**config.mk**
```make
export PLATFORM = sky130hd
export DESIGN_NAME = trap_entry_unit
export DESIGN_NICKNAME = d
export VERILOG_FILES = /design/src/rtl/trap_pkg.sv /design/src/rtl/trap_cause_norm.sv /design/src/rtl/trap_route.sv /design/src/rtl/trap_tval_sel.sv /design/src/rtl/trap_status_next.sv /design/src/rtl/trap_entry_unit.sv
export SDC_FILE = /design/constraint.sdc
export NUM_CORES = 1
export LEC_CHECK = 0
export BUFFER_PORTS_ARGS = -buffer_cell sky130_fd_sc_hd__buf_2
export CAP_MARGIN = 5
export CORE_AREA = 2 2 192 194
export CTS_CLUSTER_DIAMETER = 80
export DETAILED_ROUTE_END_ITERATION = 12
export DIE_AREA = 0 0 194 196
export PLACE_DENSITY = 0.51
export SLEW_MARGIN = 20
export SYNTH_ARGS = -nofsm -noshare
export SYNTH_HDL_FRONTEND = slang
export SYNTH_SLANG_ARGS = --single-unit
```
**constraint.sdc**
```tcl
create_clock -name clk -period 1.15 [get_ports clk]
set_input_delay 0.0575 -clock clk [delete_from_list [all_inputs] [get_ports clk]]
set_output_delay 0.0575 -clock clk [all_outputs]
set_load 0.02 [all_outputs]
```
**src/rtl/trap_pkg.sv**
```systemverilog
package trap_pkg;

  typedef enum logic [1:0] {
    LVL_USER  = 2'd0,
    LVL_SUPER = 2'd1,
    LVL_RSVD  = 2'd2,
    LVL_MACH  = 2'd3
  } lvl_e;

  // status word bit positions decoded by neighbouring logic
  localparam int unsigned ST_SIE  = 1;
  localparam int unsigned ST_MIE  = 3;
  localparam int unsigned ST_SPIE = 5;
  localparam int unsigned ST_MPIE = 7;
  localparam int unsigned ST_SPP  = 8;
  localparam int unsigned ST_MPP  = 11;

  localparam int unsigned CODE_ENV_CALL = 8;

  // exception codes that carry a faulting address
  localparam logic [15:0] ADDR_CODE_MASK = 16'b1011_0000_1111_0011;

endpackage

```
**src/rtl/trap_cause_norm.sv**
```systemverilog
module trap_cause_norm
  import trap_pkg::*;
#(
  parameter int XLEN   = 32,
  parameter int CODE_W = $clog2(XLEN)
) (
  input  logic              irq_i,
  input  logic [CODE_W-1:0] code_i,
  input  logic [1:0]        priv_i,
  output logic [XLEN-1:0]   cause_o,
  output logic [CODE_W-1:0] index_o
);

  logic              is_env_call;
  logic [CODE_W-1:0] code_fixed;

  always_comb begin
    is_env_call = !irq_i && (code_i == CODE_W'(CODE_ENV_CALL));
    if (is_env_call) begin
      code_fixed = CODE_W'(CODE_ENV_CALL) + CODE_W'(priv_i);
    end else begin
      code_fixed = code_i;
    end
    index_o = code_fixed;
    cause_o = {irq_i, {(XLEN-1-CODE_W){1'b0}}, code_fixed};
  end

endmodule

```
**src/rtl/trap_route.sv**
```systemverilog
module trap_route
  import trap_pkg::*;
#(
  parameter int XLEN   = 32,
  parameter int CODE_W = $clog2(XLEN)
) (
  input  logic              irq_i,
  input  logic [CODE_W-1:0] index_i,
  input  logic [1:0]        priv_i,
  input  logic [XLEN-1:0]   edeleg_i,
  input  logic [XLEN-1:0]   ideleg_i,
  output logic              to_super_o
);

  logic [XLEN-1:0] mask_sel;
  logic            bit_set;
  logic            low_enough;

  always_comb begin
    mask_sel   = irq_i ? ideleg_i : edeleg_i;
    bit_set    = mask_sel[index_i];
    low_enough = (priv_i == LVL_USER) || (priv_i == LVL_SUPER);
    to_super_o = low_enough && bit_set;
  end

endmodule

```
**src/rtl/trap_tval_sel.sv**
```systemverilog
module trap_tval_sel
  import trap_pkg::*;
#(
  parameter int XLEN   = 32,
  parameter int CODE_W = $clog2(XLEN)
) (
  input  logic              irq_i,
  input  logic [CODE_W-1:0] index_i,
  input  logic [XLEN-1:0]   addr_i,
  output logic [XLEN-1:0]   tval_o
);

  logic keep_addr;

  always_comb begin
    keep_addr = 1'b0;
    if (!irq_i && (index_i < CODE_W'(16))) begin
      keep_addr = ADDR_CODE_MASK[index_i[3:0]];
    end
    tval_o = keep_addr ? addr_i : '0;
  end

endmodule

```
**src/rtl/trap_status_next.sv**
```systemverilog
module trap_status_next
  import trap_pkg::*;
#(
  parameter int XLEN = 32
) (
  input  logic [XLEN-1:0] status_i,
  input  logic [1:0]      priv_i,
  input  logic            to_super_i,
  output logic [XLEN-1:0] status_o
);

  always_comb begin
    status_o = status_i;
    if (to_super_i) begin
      status_o[ST_SPIE] = status_i[ST_SIE];
      status_o[ST_SPP]  = priv_i[0];
      status_o[ST_SIE]  = 1'b0;
    end else begin
      status_o[ST_MPIE]           = status_i[ST_MIE];
      status_o[ST_MPP+1:ST_MPP]   = priv_i;
      status_o[ST_MIE]            = 1'b0;
    end
  end

endmodule

```
**src/rtl/trap_entry_unit.sv**
```systemverilog
module trap_entry_unit
  import trap_pkg::*;
#(
  parameter int XLEN   = 32,
  parameter int CODE_W = $clog2(XLEN)
) (
  input  logic              clk,
  input  logic              rst_n,
  input  logic              trap_i,
  input  logic              irq_i,
  input  logic [CODE_W-1:0] code_i,
  input  logic [XLEN-1:0]   addr_i,
  input  logic [XLEN-1:0]   pc_i,
  input  logic [1:0]        priv_i,
  input  logic [XLEN-1:0]   edeleg_i,
  input  logic [XLEN-1:0]   ideleg_i,
  input  logic [XLEN-1:0]   stvec_i,
  input  logic [XLEN-1:0]   mtvec_i,
  input  logic [XLEN-1:0]   status_i,
  output logic [XLEN-1:0]   pc_o,
  output logic [1:0]        priv_o,
  output logic [XLEN-1:0]   status_o,
  output logic [XLEN-1:0]   scause_o,
  output logic [XLEN-1:0]   sepc_o,
  output logic [XLEN-1:0]   stval_o,
  output logic [XLEN-1:0]   mcause_o,
  output logic [XLEN-1:0]   mepc_o,
  output logic [XLEN-1:0]   mtval_o
);

  logic [XLEN-1:0]   cause_w;
  logic [CODE_W-1:0] index_w;
  logic              to_super_w;
  logic [XLEN-1:0]   tval_w;
  logic [XLEN-1:0]   status_w;

  logic              en_common;
  logic              en_super;
  logic              en_mach;
  logic [XLEN-1:0]   pc_nxt;
  logic [1:0]        priv_nxt;

  trap_cause_norm #(.XLEN(XLEN), .CODE_W(CODE_W)) u_cause (
    .irq_i   (irq_i),
    .code_i  (code_i),
    .priv_i  (priv_i),
    .cause_o (cause_w),
    .index_o (index_w)
  );

  trap_route #(.XLEN(XLEN), .CODE_W(CODE_W)) u_route (
    .irq_i      (irq_i),
    .index_i    (index_w),
    .priv_i     (priv_i),
    .edeleg_i   (edeleg_i),
    .ideleg_i   (ideleg_i),
    .to_super_o (to_super_w)
  );

  trap_tval_sel #(.XLEN(XLEN), .CODE_W(CODE_W)) u_tval (
    .irq_i   (irq_i),
    .index_i (index_w),
    .addr_i  (addr_i),
    .tval_o  (tval_w)
  );

  trap_status_next #(.XLEN(XLEN)) u_status (
    .status_i   (status_i),
    .priv_i     (priv_i),
    .to_super_i (to_super_w),
    .status_o   (status_w)
  );

  // next-state and enables
  always_comb begin
    en_common = trap_i;
    en_super  = trap_i && to_super_w;
    en_mach   = trap_i && !to_super_w;
    pc_nxt    = to_super_w ? stvec_i : mtvec_i;
    priv_nxt  = to_super_w ? LVL_SUPER : LVL_MACH;
  end

  always_ff @(posedge clk or negedge rst_n) begin
    if (!rst_n) begin
      pc_o     <= '0;
      priv_o   <= LVL_MACH;
      status_o <= '0;
    end else if (en_common) begin
      pc_o     <= pc_nxt;
      priv_o   <= priv_nxt;
      status_o <= status_w;
    end
  end

  always_ff @(posedge clk or negedge rst_n) begin
    if (!rst_n) begin
      scause_o <= '0;
      sepc_o   <= '0;
      stval_o  <= '0;
    end else if (en_super) begin
      scause_o <= cause_w;
      sepc_o   <= pc_i;
      stval_o  <= tval_w;
    end
  end

  always_ff @(posedge clk or negedge rst_n) begin
    if (!rst_n) begin
      mcause_o <= '0;
      mepc_o   <= '0;
      mtval_o  <= '0;
    end else if (en_mach) begin
      mcause_o <= cause_w;
      mepc_o   <= pc_i;
      mtval_o  <= tval_w;
    end
  end

  // a trap from machine level always lands in machine level
  a_r4_mach_stays: assert property (@(posedge clk) disable iff (!rst_n)
    (trap_i && priv_i == 2'd3) |=> (priv_o == 2'd3));

  // the level not chosen keeps its registers
  a_r5_mach_regs_kept: assert property (@(posedge clk) disable iff (!rst_n)
    (trap_i && priv_o != 2'd0) |=> (priv_o == 2'd1) ->
      ($stable(mcause_o) && $stable(mepc_o) && $stable(mtval_o)));

  a_r7_super_regs_kept: assert property (@(posedge clk) disable iff (!rst_n)
    trap_i |=> (priv_o == 2'd3) ->
      ($stable(scause_o) && $stable(sepc_o) && $stable(stval_o)));

  // the interrupt enable of the entered level is clear
  a_r6_enable_cleared: assert property (@(posedge clk) disable iff (!rst_n)
    trap_i |=> ((priv_o == 2'd1) ? !status_o[1] : !status_o[3]));

  // interrupts never record a trap value
  a_r9_irq_no_tval: assert property (@(posedge clk) disable iff (!rst_n)
    (trap_i && irq_i) |=> ((priv_o == 2'd1) ? (stval_o == '0) : (mtval_o == '0)));

  // interrupt causes carry the top bit
  a_r2_irq_msb: assert property (@(posedge clk) disable iff (!rst_n)
    (trap_i && irq_i) |=> ((priv_o == 2'd1) ? scause_o[XLEN-1] : mcause_o[XLEN-1]));

  // nothing moves without a trap strobe
  a_r10_hold: assert property (@(posedge clk) disable iff (!rst_n)
    !trap_i |=> ($stable(pc_o) && $stable(priv_o) && $stable(status_o) &&
                 $stable(scause_o) && $stable(mcause_o) &&
                 $stable(sepc_o) && $stable(mepc_o)));

endmodule

```
==> metrics <==
internal reg-to-reg setup slack=80 ps; # IOs=493; syn avg cell area=11.9 sq um; Reg clk slew, reported paths=60 ps; die width=194 um; CP required=1570 ps; hold_ws=27.8 ps; Most used DFF post-synth=dfrtp_1; Die Y=196 um; Post-synth ARST share=100%; maximum vdd drop=1.18 mV; worst rel slew slack=47.2%; row count=70; TritonRoute pass-1 iters=5; area grow syn2layout=84.7%; routed vias=9,927; Crit. End Element=register; fin area=19,100 sq um; number of global-route vias before repair=10,600; largest family of logic cells by synthesized area=multiplexers; busiest grt layer=met2; cell area power density=1400 nW/um^2; post-route worst setup slack=-1280 ps; NetSw=8340 uW; Total GRT Usage=20.0%; Post-Syn Area=10,400 sq um; DRT iter0 DRCs=376; DRT antenna net count=0; maxcap violations=0; Layout Skew=0 ps; Seq/Total Area, Yosys=49.5%; Synth Area in XOR/XNOR=0%; minimum clock period=2430 ps; fmax=411 MHz; failing checks=negative setup slack; final hold viol count=0; met2 GRT Util=34.2%; Synth Instances=870; wire per inst=19.1 um; fin crit share=212%; Leak=0.00934 uW; Register-to-Register Path Depth=5; CTS tree=built; critical path arrival=2860 ps; Synth Warn #=0; fin. max-slew vios=0; Worst Max-Slew Pin Slew=791 ps; reg2reg start=pc_o[4]; H-Tree Depth=1; Post-synth EDFFs=0; final global-route overflow total=0; Synth cell types=58; Yosys reg bits=205; WS Path Type=primary input to register; antenna violations before repair=3; HP Class=primary input to asynchronous set/reset pin; Sw Ratio=31.1%; multiplexer share of the synthesized area=20.5%; fin nets=1,870; DP Area=13,700 sq um; Root Buffer=clkbuf_16; Worst-Skew Late Latency=540 ps; status=finished with violations; GR Util met3=5.43%; Final GP Congestion=0.830; dpl hpwl=26,100 um; met1 Use GR=24.4%; clock power share=30.3%; crit start category=primary input; Flop pwr share=34.1%; Core Box Area=36,100 sq um; drc violations=0; overall power=26,800 uW; setup violators final=186; first-pass GRT wire length=60,800 um; CTS buffer count=25; post-synthesis adder-cell area fraction=0%; vias per cell=4.68; Final Util=53.1%; CP Max Fanout=10; largest net degree at the start of global routing=77; die area=38,000 sq um; ratio of cells with drive above 1 in the final layout=56.0%; compound-cell area share of the yosys netlist=10.5%; Starting Density=28.7%; Post-Synth Simple-Gate Area=12.1%; reg-to-reg endpoint=pc_o[4]; PortBufs=439; RSZ-0062 raised after global routing=true; Clock Sinks=205; Routed Wire Length=40,500 um; Comb pwr share=35.6%; Longest Clk Path Bufs=3; P_int=18,500 uW
[flip-flops by register name, indices dropped and copies added, names as in the netlist]
register	flops
mepc_o	32
mcause_o	6
status_o	32
mtval_o	32
priv_o	1
sepc_o	32
scause_o	6
pc_o	32
stval_o	32
[final cells by class]
class,instances,area [sq um]
multi-input combinational,582,5300
antenna,2,5.00
sequential,205,5130
fill,3055,16900
clock inverter,10,121
tap,468,586
inverter,14,52.6
clock buffer,35,713
timing repair buffer,807,7240
[worst max-delay path by stage]
stage                  end  slack [ps]       from  cells after the start
6_report        sepc_o[12]       -1280  code_i[3]                     12
5_1_grt         sepc_o[12]       -1330  code_i[4]                     12
4_1_cts         mtval_o[3]       -1270      irq_i                     12
3_5_place_dp     mepc_o[7]       -2020  code_i[1]                     11
3_3_place_gp   stval_o[11]       -2010      irq_i                     10
2_1_floorplan   mepc_o[21]       -1850      irq_i                     12
[Yosys cell counts (3+ instances only)]
cell	count	share of area (%)
mux2i_1	14	1.4
o21ai_0	6	0.29
nand3_1	3	0.14
inv_1	14	0.51
nor2_1	42	1.5
and2_1	33	2.0
buf_4	59	4.3
mux2_2	158	17
nor4b_1	34	2.9
nor2b_1	37	2.2
buf_2	15	0.72
a21oi_1	7	0.34
nand4_1	3	0.18
dfrtp_1	204	49
nand2b_1	4	0.24
clkbuf_1	44	1.6
o31a_1	3	0.25
nand2_1	51	1.8
mux4_2	4	0.87
mux2_1	10	1.1
o211ai_1	4	0.29
o31ai_1	36	2.6
a211oi_1	3	0.22
o221a_2	34	3.7
[layer usage]
| layer | vias up | wire [um] |
|---|---|---|
| met5 | - | 7 |
| met1 | 4857 | 16400 |
| met2 | 397 | 19900 |
| met4 | 2 | 1170 |
| met3 | 82 | 3020 |
| li1 | 4589 | - |
[kinds of logic (layout without fill, tap and decap cells)]
family / Yosys count / count (layout)
flip-flops: 205 / 205
AND/OR/NAND/NOR: 220 / 220
other: 2 / 55
buffers and inverters: 134 / 866
multiplexers: 186 / 186
AO/OA/AOI/OAI: 123 / 123
[power groups by stage]
stage | Sequential [uW] | Combinational, uW | Clock, uW
after floorplan | 10300 | 2400 | 0
after global placement | 8940 | 6380 | 0
after detailed placement | 8960 | 6430 | 0
after CTS | 9110 | 8930 | 8380
after global routing | 9270 | 10000 | 8600
final | 9160 | 9540 | 8130
[layout by cell type, fill, tap and decap left out, drive strengths merged, types with 37 or more instances in the layout]
cell type,count
dlygate4sd3,165
dfrtp,204
nand2,51
nor2b,37
mux2,168
clkbuf,37
conb,53
nor2,42
o31ai,37
buf,640
[critical path, cell delays in order]
cell and delay, ps:
buf_4 100, buf_4 120, nor3b_4 220, a211oi_2 100, or4_4 530, a32o_2 310
o31a_1 320, o31ai_4 330, buf_12 160, buf_12 130, buf_12 140, mux2_2 340
[metrics by stage]
| stage | worst slack [ps] | TNS (ps) | std cells |
|---|---|---|---|
| global placement | -2010 | -353440 | 1806 |
| floorplan | -1850 | -304150 | 921 |
| CTS | -1270 | -218360 | 2076 |
| detailed placement | -2020 | -354380 | 1806 |
| global route | -1330 | -227650 | 2123 |
| finish | -1280 | -211470 | 2123 |
[repair_timing]
action / 4_1_cts / 5_1_grt
hold buffers: 165 / 0
pin swaps: 5 / 10
setup buffers: 54 / 49
gates cloned: 7 / 1
gates resized for setup: 506 / 90
setup endpoints to repair: 385 / 373
endpoints found under the hold margin: 401 / 0
Note: power is estimated with default switching activity, not from simulation.
